===== src/rtl/txq_pkg.sv =====
package txq_pkg;
    localparam int DESC_W    = 32;
    localparam int F_OWN     = 0;
    localparam int F_SKIP    = 2;
    localparam int F_ZLP     = 6;
    localparam int F_IOC     = 7;
    localparam int F_ZLP_OLD = 29;

    typedef enum logic [3:0] {
        ST_IDLE, ST_FETCH, ST_FWAIT, ST_CHECK, ST_RDATA,
        ST_DWAIT, ST_SEND, ST_ZLP, ST_WB, ST_PARK
    } st_e;
endpackage


===== src/rtl/txq_desc_fields.sv =====
module txq_desc_fields import txq_pkg::*; #(
    parameter int LEN_W      = 16,
    parameter bit LEGACY_ZLP = 1'b0
) (
    input  logic [DESC_W-1:0] w0_i,
    input  logic [DESC_W-1:0] w3_i,
    output logic              own_o,
    output logic              skip_o,
    output logic              ioc_o,
    output logic              zlp_o,
    output logic [LEN_W-1:0]  len_o
);
    logic unused_bits;
    assign unused_bits = ^{w0_i, w3_i};

    assign own_o  = w0_i[F_OWN];
    assign skip_o = w0_i[F_SKIP];
    assign ioc_o  = w0_i[F_IOC];
    assign len_o  = w3_i[LEN_W-1:0];

    generate
        if (LEGACY_ZLP) begin : g_zlp_old
            assign zlp_o = w3_i[F_ZLP_OLD];
        end else begin : g_zlp_new
            assign zlp_o = w0_i[F_ZLP];
        end
    endgenerate
endmodule


===== src/rtl/txq_lane_pick.sv =====
module txq_lane_pick #(
    parameter int W = 32,
    localparam int LANES = W / 8,
    localparam int SW = $clog2(LANES)
) (
    input  logic [W-1:0]  word_i,
    input  logic [SW-1:0] sel_i,
    output logic [7:0]    byte_o
);
    logic [7:0] lanes [LANES];

    generate
        for (genvar i = 0; i < LANES; i++) begin : g_lane
            assign lanes[i] = word_i[8*i +: 8];
        end
    endgenerate

    assign byte_o = lanes[sel_i];
endmodule


===== src/rtl/txq_irq_bank.sv =====
module txq_irq_bank #(
    parameter int N = 2
) (
    input  logic         clk,
    input  logic         rst_n,
    input  logic [N-1:0] set_i,
    input  logic [N-1:0] clr_i,
    input  logic [N-1:0] en_i,
    output logic [N-1:0] pend_o,
    output logic [N-1:0] irq_o
);
    generate
        for (genvar i = 0; i < N; i++) begin : g_bit
            logic pend_d, pend_q;

            always_comb begin
                pend_d = pend_q;
                if (clr_i[i]) pend_d = 1'b0;
                if (set_i[i]) pend_d = 1'b1;
            end

            always_ff @(posedge clk or negedge rst_n) begin
                if (!rst_n) pend_q <= 1'b0;
                else        pend_q <= pend_d;
            end

            assign pend_o[i] = pend_q;
            assign irq_o[i]  = pend_q & en_i[i];
        end
    endgenerate
endmodule


===== src/rtl/txq_engine.sv =====
module txq_engine import txq_pkg::*; #(
    parameter int AW         = 32,
    parameter int LEN_W      = 16,
    parameter bit LEGACY_ZLP = 1'b0
) (
    input  logic              clk,
    input  logic              rst_n,
    input  logic [AW-1:0]     cfg_start_addr,
    input  logic              cmd_start,
    input  logic              cmd_stop,
    input  logic              cmd_resume,
    output logic              q_active,
    output logic [AW-1:0]     cur_desc_addr,
    output logic              mem_rd,
    output logic              mem_wr,
    output logic [AW-1:0]     mem_addr,
    output logic [DESC_W-1:0] mem_wdata,
    input  logic [DESC_W-1:0] mem_rdata,
    output logic              out_valid,
    input  logic              out_ready,
    output logic [7:0]        out_data,
    output logic              out_last,
    output logic              out_zlp,
    input  logic [1:0]        irq_en,
    input  logic [1:0]        irq_clr,
    output logic [1:0]        irq_pend,
    output logic              irq_done,
    output logic              irq_lenerr
);
    localparam int LANES = DESC_W / 8;
    localparam int LSB   = $clog2(LANES);

    typedef struct packed {
        st_e               st;
        logic [AW-1:0]     cur;
        logic [1:0]        widx;
        logic [DESC_W-1:0] w0;
        logic [DESC_W-1:0] w1;
        logic [DESC_W-1:0] w2;
        logic [DESC_W-1:0] w3;
        logic [AW-1:0]     baddr;
        logic [LEN_W-1:0]  rem;
        logic [DESC_W-1:0] word;
        logic              stop;
    } regs_t;

    regs_t q, d;

    logic             f_own, f_skip, f_ioc, f_zlp;
    logic [LEN_W-1:0] f_len;
    logic [7:0]       lane_byte;
    logic             set_done, set_len;
    logic [1:0]       irq_vec;

    txq_desc_fields #(.LEN_W(LEN_W), .LEGACY_ZLP(LEGACY_ZLP)) u_fields (
        .w0_i(q.w0), .w3_i(q.w3),
        .own_o(f_own), .skip_o(f_skip), .ioc_o(f_ioc), .zlp_o(f_zlp), .len_o(f_len)
    );

    txq_lane_pick #(.W(DESC_W)) u_pick (
        .word_i(q.word), .sel_i(q.baddr[LSB-1:0]), .byte_o(lane_byte)
    );

    txq_irq_bank #(.N(2)) u_irq (
        .clk(clk), .rst_n(rst_n),
        .set_i({set_len, set_done}), .clr_i(irq_clr), .en_i(irq_en),
        .pend_o(irq_pend), .irq_o(irq_vec)
    );

    assign irq_done      = irq_vec[0];
    assign irq_lenerr    = irq_vec[1];
    assign q_active      = (q.st != ST_IDLE);
    assign cur_desc_addr = q.cur;

    always_comb begin
        d         = q;
        mem_rd    = 1'b0;
        mem_wr    = 1'b0;
        mem_addr  = '0;
        mem_wdata = '0;
        out_valid = 1'b0;
        out_data  = 8'h00;
        out_last  = 1'b0;
        out_zlp   = 1'b0;
        set_done  = 1'b0;
        set_len   = 1'b0;

        unique case (q.st)
            ST_IDLE: begin
                d.stop = 1'b0;
                if (cmd_start) begin
                    d.cur  = cfg_start_addr;
                    d.widx = 2'd0;
                    d.st   = ST_FETCH;
                end
            end
            ST_FETCH: begin
                mem_rd   = 1'b1;
                mem_addr = q.cur + AW'({q.widx, 2'b00});
                d.st     = cmd_stop ? ST_IDLE : ST_FWAIT;
            end
            ST_FWAIT: begin
                unique case (q.widx)
                    2'd0: d.w0 = mem_rdata;
                    2'd1: d.w1 = mem_rdata;
                    2'd2: d.w2 = mem_rdata;
                    default: d.w3 = mem_rdata;
                endcase
                d.widx = q.widx + 2'd1;
                d.st   = (q.widx == 2'd3) ? ST_CHECK : ST_FETCH;
                if (cmd_stop) d.st = ST_IDLE;
            end
            ST_CHECK: begin
                if (cmd_stop) begin
                    d.st = ST_IDLE;
                end else if (!f_own) begin
                    d.st = ST_PARK;
                end else if (f_skip) begin
                    d.st = ST_WB;
                end else if (f_len == '0) begin
                    set_len = 1'b1;
                    d.st    = ST_PARK;
                end else begin
                    d.baddr = q.w2[AW-1:0];
                    d.rem   = f_len;
                    d.st    = ST_RDATA;
                end
            end
            ST_RDATA: begin
                mem_rd   = 1'b1;
                mem_addr = {q.baddr[AW-1:LSB], {LSB{1'b0}}};
                d.st     = cmd_stop ? ST_IDLE : ST_DWAIT;
            end
            ST_DWAIT: begin
                d.word = mem_rdata;
                d.st   = cmd_stop ? ST_IDLE : ST_SEND;
            end
            ST_SEND: begin
                out_valid = 1'b1;
                out_data  = lane_byte;
                out_last  = (q.rem == LEN_W'(1));
                if (cmd_stop) d.stop = 1'b1;
                if (out_ready) begin
                    d.baddr = q.baddr + AW'(1);
                    d.rem   = q.rem - LEN_W'(1);
                    if (q.stop || cmd_stop)          d.st = ST_IDLE;
                    else if (q.rem == LEN_W'(1))     d.st = f_zlp ? ST_ZLP : ST_WB;
                    else if (&q.baddr[LSB-1:0])      d.st = ST_RDATA;
                end
            end
            ST_ZLP: begin
                out_valid = 1'b1;
                out_last  = 1'b1;
                out_zlp   = 1'b1;
                if (cmd_stop) d.stop = 1'b1;
                if (out_ready) d.st = (q.stop || cmd_stop) ? ST_IDLE : ST_WB;
            end
            ST_WB: begin
                mem_wr    = 1'b1;
                mem_addr  = q.cur;
                mem_wdata = q.w0 & ~(DESC_W'(1) << F_OWN);
                set_done  = f_ioc;
                d.cur     = q.w1[AW-1:0];
                d.widx    = 2'd0;
                d.st      = cmd_stop ? ST_IDLE : ST_FETCH;
            end
            ST_PARK: begin
                if (cmd_stop) begin
                    d.st = ST_IDLE;
                end else if (cmd_resume) begin
                    d.widx = 2'd0;
                    d.st   = ST_FETCH;
                end
            end
            default: d.st = ST_IDLE;
        endcase
    end

    always_ff @(posedge clk or negedge rst_n) begin
        if (!rst_n) begin
            q    <= '0;
            q.st <= ST_IDLE;
        end else begin
            q <= d;
        end
    end
endmodule


===== config.mk =====
export PLATFORM = sky130hd
export DESIGN_NAME = txq_engine
export DESIGN_NICKNAME = d
export VERILOG_FILES = /design/src/rtl/txq_pkg.sv /design/src/rtl/txq_desc_fields.sv /design/src/rtl/txq_lane_pick.sv /design/src/rtl/txq_irq_bank.sv /design/src/rtl/txq_engine.sv
export SDC_FILE = /design/constraint.sdc
export NUM_CORES = 1
export LEC_CHECK = 0
export BUFFER_PORTS_ARGS = -buffer_cell sky130_fd_sc_hd__buf_4
export CORE_MARGIN = 5
export CORE_UTILIZATION = 58
export CTS_BUF_LIST = sky130_fd_sc_hd__clkbuf_4 sky130_fd_sc_hd__clkbuf_8 sky130_fd_sc_hd__clkbuf_16
export DETAILED_ROUTE_END_ITERATION = 6
export GPL_TIMING_DRIVEN = 0
export PLACE_DENSITY = 0.88
export RECOVER_POWER = 100
export SLEW_MARGIN = 40
export SYNTH_ARGS = -nofsm -noshare
export SYNTH_HDL_FRONTEND = slang
export SYNTH_HIERARCHICAL = 1
export SYNTH_SLANG_ARGS = --single-unit

===== constraint.sdc =====
create_clock -name clk -period 2.8 [get_ports clk]
set_input_delay 0.42 -clock clk [delete_from_list [all_inputs] [get_ports clk]]
set_output_delay 0.42 -clock clk [all_outputs]
set_load 0.1 [all_outputs]

---- Word-level counts from Yosys, hierarchy flattened ----
Index checks and enable logic that the tools add are counted.
storage, ports and cells
  word-level logic and storage cells ...... 125
  flip-flop bits (word level) ............. 233
  input port bits ......................... 74
operators by class
  $lt $le $gt $ge ......................... 1
  add/subtract/negate cells ............... 4
  equal/unequal tests ..................... 25
  reduce and logical (&&, ||, !) cells .... 24
  bitwise gates (word level) .............. 4
  muxes and demuxes ....................... 54
operators with widths
  kind                                                  number
  two-way mux 48 bit                                    5
  case mux 32 bit (3 select lines)                      1
  case mux 48 bit (2 select lines)                      1
  case mux 32 bit (2 select lines)                      1
  two-way mux 4 bit                                     13
  case mux 4 bit (10 select lines)                      1
  two-way mux 38 bit                                    1
  adder 32 x 1 -> 32 bit, second input constant         1
  adder 32 x 4 -> 32 bit                                1
  two-way mux 32 bit                                    1
  two-way mux 8 bit                                     3
  != test 2 bit, second input constant                  9
  binary-select mux 8 bit (select 2 bit)                1
  equality test 16 x 1 -> 1 bit, second input constant  1
  equality test 4 x 3 -> 1 bit, second input constant   4
  zero test 16 bit                                      1
  two-way mux 1 bit                                     16
  subtractor 16 x 1 -> 16 bit, second input constant    1
  AND reduction 2 bit                                   7
  two-way mux 2 bit                                     5
  nonzero test 2 bit                                    5
  equality test 4 x 2 -> 1 bit, second input constant   2
  equality test 4 bit, second input constant            2
  case mux 2 bit (4 select lines)                       1
  22 further kinds                                      28

---- Logic depth before layout (Yosys ltp) ----
Gate-level depths: netlist of the first run.
  word-level depth ........................ 7
  mapped depth ............................ 8
  gate-level depth less buffers ........... 7

---- Modules after synthesis ----
Netlist of the first run, hierarchy kept.
by module, submodules not included
  module           seq. area each (µm²)  instances  cells each  area each (µm²)
  txq_engine       6,180.9               1          1,242       12,828.6
  txq_lane_pick    0.0                   1          10          196.4
  txq_desc_fields  0.0                   1          20          150.1
  txq_irq_bank     50.0                  1          10          100.1

---- Worst setup path after synthesis of the first run ----
OpenSTA, ideal clock, no wires.
  kind .................................... register to output
  start point ............................. register q (netlist bit cur_desc_addr[3])
  end point ............................... output port mem_addr[13]
  arrival time ............................ 4.896 ns
  stages on the path, launching flop included .. 6
  slack ................................... -2.516 ns
  cell sequence ........................... dfrtp_1 -> ha_1 -> a21oi_1 -> nor3_1 -> nand2_1 -> o311ai_0
on the way
  word-level cells in the longest chain between the ends .. 2
ends and longest elaborated chain
  element                           line              RTL
  start, declared                   txq_engine.sv:47  regs_t q, d;
  adder 32 x 4 -> 32 bit            txq_engine.sv:99  mem_addr = q.cur + AW'({q.widx, 2'b00});
  case mux 32 bit (3 select lines)  txq_engine.sv:88  unique case (q.st)
  end, declared                     txq_engine.sv:16  output logic [AW-1:0] mem_addr,
No other way between the ends.

---- Worst setup path after layout of the first run ----
  start point ............................. register q (netlist bit cur_desc_addr[20])
  end point ............................... output port mem_addr[27]
Same word-level chain as after synthesis.

==> run summary, run 1 <==
status - finished with violations
failing checks - design-rule violations, negative setup slack
ant diodes - 0
Critical Path RT - 2.38 ns
initial antenna violation count - 1
routed via count - 12950
FF/Latch Area - 5851 um2
first-pass GRT wire length - 75.18 mm
area grow syn2layout - 38.38%
unrepaired setup endpoints after global routing - true
final hold violation count - 0
full die area - 24940 um2
number of port buffers - 186
Power Density - 1195 nW/um2
largest net degree at the start of global routing - 73
vias in the first global route - 12560
Period minus WS final - 3.146 ns
grt met2 use - 63.82%
Inserted Clock Buffers - 26
ANT nets after route - 0
Post-Syn Area - 12690 um2
Slew @ Worst Pin - 1.214 ns
Fmax - 0.3179 GHz
GRT Util Overall - 39.85%
initial drt markers - 2402
final core utilization - 80.97%
crit-path max FO - 8
worst skew pair latency - 0.57 ns
1st-pass router iterations - 7
# setup viols final - 102
GR Overflow Total - 0
CTS tree - built
Die H - 157.9 um
Crit. End Element - output port
Crit Path Category - register to output port
routability cong. - 0.9824
Mapped Nets - 1333
total routed wirelength - 54.68 mm
min-delay worst type - input pin to register
multi-input logic area - 6688 um2
row cnt - 54
number of I/O pins - 188
# fillers - 1179
Avg Synthesized Cell Area - 10.16 um2
CTS sink count - 233
met3 usage - 10.17%
sequence of cells on the critical path - nand4_1 -> nor3_1 -> nand2_1 -> o21ai_2 -> o21a_1 -> buf_12
Leakage - 7.642 nW
max_cap viols - 0
dpl cells - 1718
VDD IR max - 899.0 uV
M1 GR Usage - 50.29%
worst hold slack - 0.1371 ns
final period utilization - 112.3%
share of cells above drive strength 1 - 41.08%
max-slew violations - 0
startpoint types - register
Mapped Cells - 1249
die width - 157.9 um
DRC viols - 8
final setup margin - -0.3458 ns
Relative slew margins - 19.40%
CTS root buf - clkbuf_16
layer with the highest usage - met2
DP HPWL - 31.87 mm
post-route insts no fill - 1838
routed vias/inst - 7.046
clk slew on worst S/H paths - 0.06 ns
crit-path leading delay family - simple AND/OR/NAND/NOR gates
CP Buf/Inv Count - 1
Initial Util - 58.52%
CP peak stage delay - 0.64 ns
Routed WL per cell - 29.75 um
Final #Nets - 1624
Max stage delay cell, worst path - dfrtp_1
# H-tree levels - 1
Final Skew - 0.02344 ns
Arrival @ worst endpoint - 2.73 ns
Core Region - 21690 um2
clk buf depth - 3
Synth Warn # - 6
==> repair_timing <==
item,CTS,global route
setup buffers,49,31
gates resized for setup,262,165
pin swaps,37,42
cloned,2,0
hold buffers,1,0
setup endpoints to repair,91,90
hold endpoints to repair,38,0
==> worst reg2reg max path, delay by kind of cell (launching register included) <==
family          cells  cell delay [ns]
compound gates      2             1.08
buf+inv             3             0.79
flops               1             0.49
simple gates        3             0.50
==> report_power, final <==
group / switching [W] / leakage, nW / internal, W
Clock: 0.00156 / 0.460 / 0.00218
Combinational: 0.00683 / 4.35 / 0.00376
Sequential: 0.00183 / 2.83 / 0.00484
==> flip-flops by register name, indices dropped and copies added, names as in the netlist <==
register,cells
q,199
u_irq/g_bit.pend_q,2
cur_desc_addr,32
==> routing by layer <==
metal  wire length [um]  vias up
met1              18540     6255
li1                   -     5104
met2              25040     1208
met4               4369        2
met5                 14        -
met3               6713      381
==> layout by cell type, fill, tap and decap left out, drive strengths merged, types with 9 or more instances in the layout <==
master,instances
clkbuf,128
buf,308
nor4,17
nand3,42
nand4,19
o311ai,11
a21oi,65
o22ai,9
mux2i,35
a22oi,9
inv,20
o21ai,100
mux2,144
o22a,9
and3,16
dfrtp,233
nand2,105
a31oi,17
ha,9
nor2,57
nor3,23
and2,49
==> path summary, 6_finish.rpt <==
kind | start | endpoint | slack [ns] | cells past startpoint
worst max-delay path | cur_desc_addr[20] | mem_addr[27] | -0.35 | 6
worst min-delay path | irq_clr[0] | u_irq/g_bit[0].pend_q | 0.14 | 3
worst max register to register | q[245] | cur_desc_addr[8] | -0.20 | 8
worst min register to register | q[87] | q[87] | 0.51 | 1
max in group asynchronous | rst_n | q[210] | 0.20 | 5
min in group asynchronous | rst_n | q[194] | 0.35 | 2
==> per-stage QoR <==
stage	worst slack, ns	area (um2)	total power, W	TNS (ns)
2_1_floorplan	-0.4395	12820	0.01271	-1.593
3_3_place_gp	-0.4463	14570	0.01480	-109.17
3_5_place_dp	-0.4801	14660	0.01510	-13.81
4_1_cts	-0.2084	16970	0.01978	-1.656
5_1_grt	-0.3626	17560	0.02148	-25.91
6_report	-0.3458	17560	0.02099	-15.11
==> area by class of cell <==
cell class / count / share of cell area, %
Multi-Input combinational cell: 858 / 38.08
Sequential cell: 233 / 33.31
Timing Repair Buffer: 271 / 15.92
Buffer: 130 / 5.030
Clock buffer: 36 / 4.310
Tap cell: 280 / 1.995
Clock inverter: 10 / 0.9191
Inverter: 20 / 0.4275
No activity file was read; power rests on OpenSTA's default activity.
==> inputs of run 2 (changes only) <==
Settings changed: CELL_PAD_IN_SITES_DETAIL_PLACEMENT from default to 1, CELL_PAD_IN_SITES_GLOBAL_PLACEMENT from default to 1, CORE_UTILIZATION 58 to 46, MAX_ROUTING_LAYER from default to met4.
==> run summary, run 2 (synthesized netlist as in run 1, its figures left out) <==
Routed WL per cell - 36.89 um
max reg flops - 199
Fmax - 0.2839 GHz
Core Region - 27030 um2
final core utilization - 65.88%
startpoint types - register
CTS tree - built
Worst setup endpoint - mem_addr[14]
Reg-to-Reg End - cur_desc_addr[13]
commonest cells after routing, fill and taps aside - 218 x buf_4, 212 x dfrtp_1, 144 x mux2_2
Most flops, register - q
number of I/O pins - 188
clk slew on worst S/H paths - 0.06 ns
DRC viols - 21
# setup viols final - 65
failing checks - design-rule violations, max-capacitance violations, max-slew violations, negative setup slack
worst hold slack - 0.1283 ns
CTS sink count - 233
reg-to-reg setup timing slack - -0.17 ns
DP Worst Slack - -0.5875 ns
Crit. End Element - output port
Slew @ Worst Pin - 2.162 ns
routability cong. - 0.9956
Arrival @ worst endpoint - 3.10 ns
die width - 176.1 um
row cnt - 60
ANT nets after route - 0
Initial Util - 46.96%
final hold violation count - 0
status - finished with violations
total routed wirelength - 70.46 mm
Inserted Clock Buffers - 27
GRT Util Overall - 41.77%
crit-path max FO - 4
largest net degree at the start of global routing - 68
final period utilization - 125.8%
Critical path origin - q[209]
initial drt markers - 1970
Leakage - 7.724 nW
commonest non-fill, non-tap cell in the layout - buf_4
full die area - 31010 um2
DP HPWL - 37.53 mm
min-delay worst type - input pin to register
reg2reg path depth - 6
first-pass GRT wire length - 94.53 mm
VDD IR max - 765.3 uV
# H-tree levels - 1
Final TNS setup - -11.15 ns
final instance area - 17800 um2
unrepaired setup endpoints after global routing - true
number of port buffers - 186
Final #Nets - 1625
share of cells above drive strength 1 - 43.98%
vias in the first global route - 14010
routed vias/inst - 7.242
GR Overflow Total - 0
clk buf depth - 3
routed via count - 13830
initial antenna violation count - 7
Period minus WS final - 3.522 ns
1st-pass router iterations - 7
placed instance area - 14750 um2
max-slew violations - 40
Die H - 176.1 um
Relative slew margins - -44.16%
worst skew pair latency - 0.58 ns
worst reg2reg startpoint - q[244]
Power Density - 1242 nW/um2
Critical Path RT - 2.38 ns
area grow syn2layout - 40.28%
Final Skew - 0.02962 ns
max_cap viols - 1
final setup margin - -0.7218 ns
Crit Path Category - register to output port
CTS root buf - clkbuf_16
## run 2: cell count changes in the layout (fill, tap and decap cells not counted), sizes merged
| cell | before | now |
|---|---|---|
| clkbuf | 128 | 103 |
| clkinvlp | 0 | 3 |
| buf | 308 | 334 |
| diode | 0 | 7 |
| bufinv | 3 | 2 |
| clkdlybuf4s25 | 0 | 1 |
## run 2: critical path: stages (launching register included)
cell and delay (ns):
dfrtp_1 0.42, ha_4 0.17, fa_2 0.25, nand4_1 0.13, buf_6 0.17, nor2_4 0.12
buf_6 0.16, nand4_1 0.41, o211ai_1 0.40, buf_6 0.27
## run 2: report_power, final
part	internal, W	switching, W	total, W
Sequential	0.00484	0.00207	0.00691
Combinational	0.00388	0.00741	0.0113
Clock	0.00216	0.00175	0.00391
## run 2: layout make-up
class / instances / area [um2]
diodes: 7 / 17.52
plain buffers: 127 / 873.3
clock buffers: 38 / 783.3
clock inverters: 12 / 143.9
fillers: 2774 / 9223
inverters: 20 / 87.58
multi-input cells: 858 / 6731
flip-flops and latches: 233 / 5857
well taps: 341 / 426.7
repair buffers: 274 / 2883
## run 2: worst min-delay path by stage
stage                     slack, ns  cells past startpoint  startpoint                     to
final                          0.13                      3  irq_clr[1]  u_irq/g_bit[1].pend_q
after global routing           0.14                      3  irq_clr[1]  u_irq/g_bit[1].pend_q
after CTS                      0.13                      3  irq_clr[1]  u_irq/g_bit[1].pend_q
after detailed placement       0.32                      1       rst_n                 q[205]
after global placement         0.48                      1      q[194]                 q[194]
after floorplan                0.12                      0       rst_n       cur_desc_addr[0]
## run 2: timing repair
item                                    CTS  global route
gates cloned                              2             0
setup buffers                            61            21
hold buffers                              1             0
pin swaps                                34            33
gates resized for setup                 315           113
hold endpoints to repair                 39             0
endpoints found under the setup margin  104           116
## run 2: routing by layer
metal	GRT usage, %	vias to the layer above	routed length (um)
met3	9.700	603	8424
met4	26.71	0	7507
met1	47.97	6798	23210
li1	-	5121	-
met5	-	-	0
met2	66.02	1310	31320
## run 2: per-stage QoR
stage / cells / total power [W]
after detailed placement: 1779 / 0.01540
after floorplan: 1249 / 0.01271
after global placement: 1776 / 0.01490
final: 1910 / 0.02212
after global routing: 1910 / 0.02242
after CTS: 1885 / 0.02047
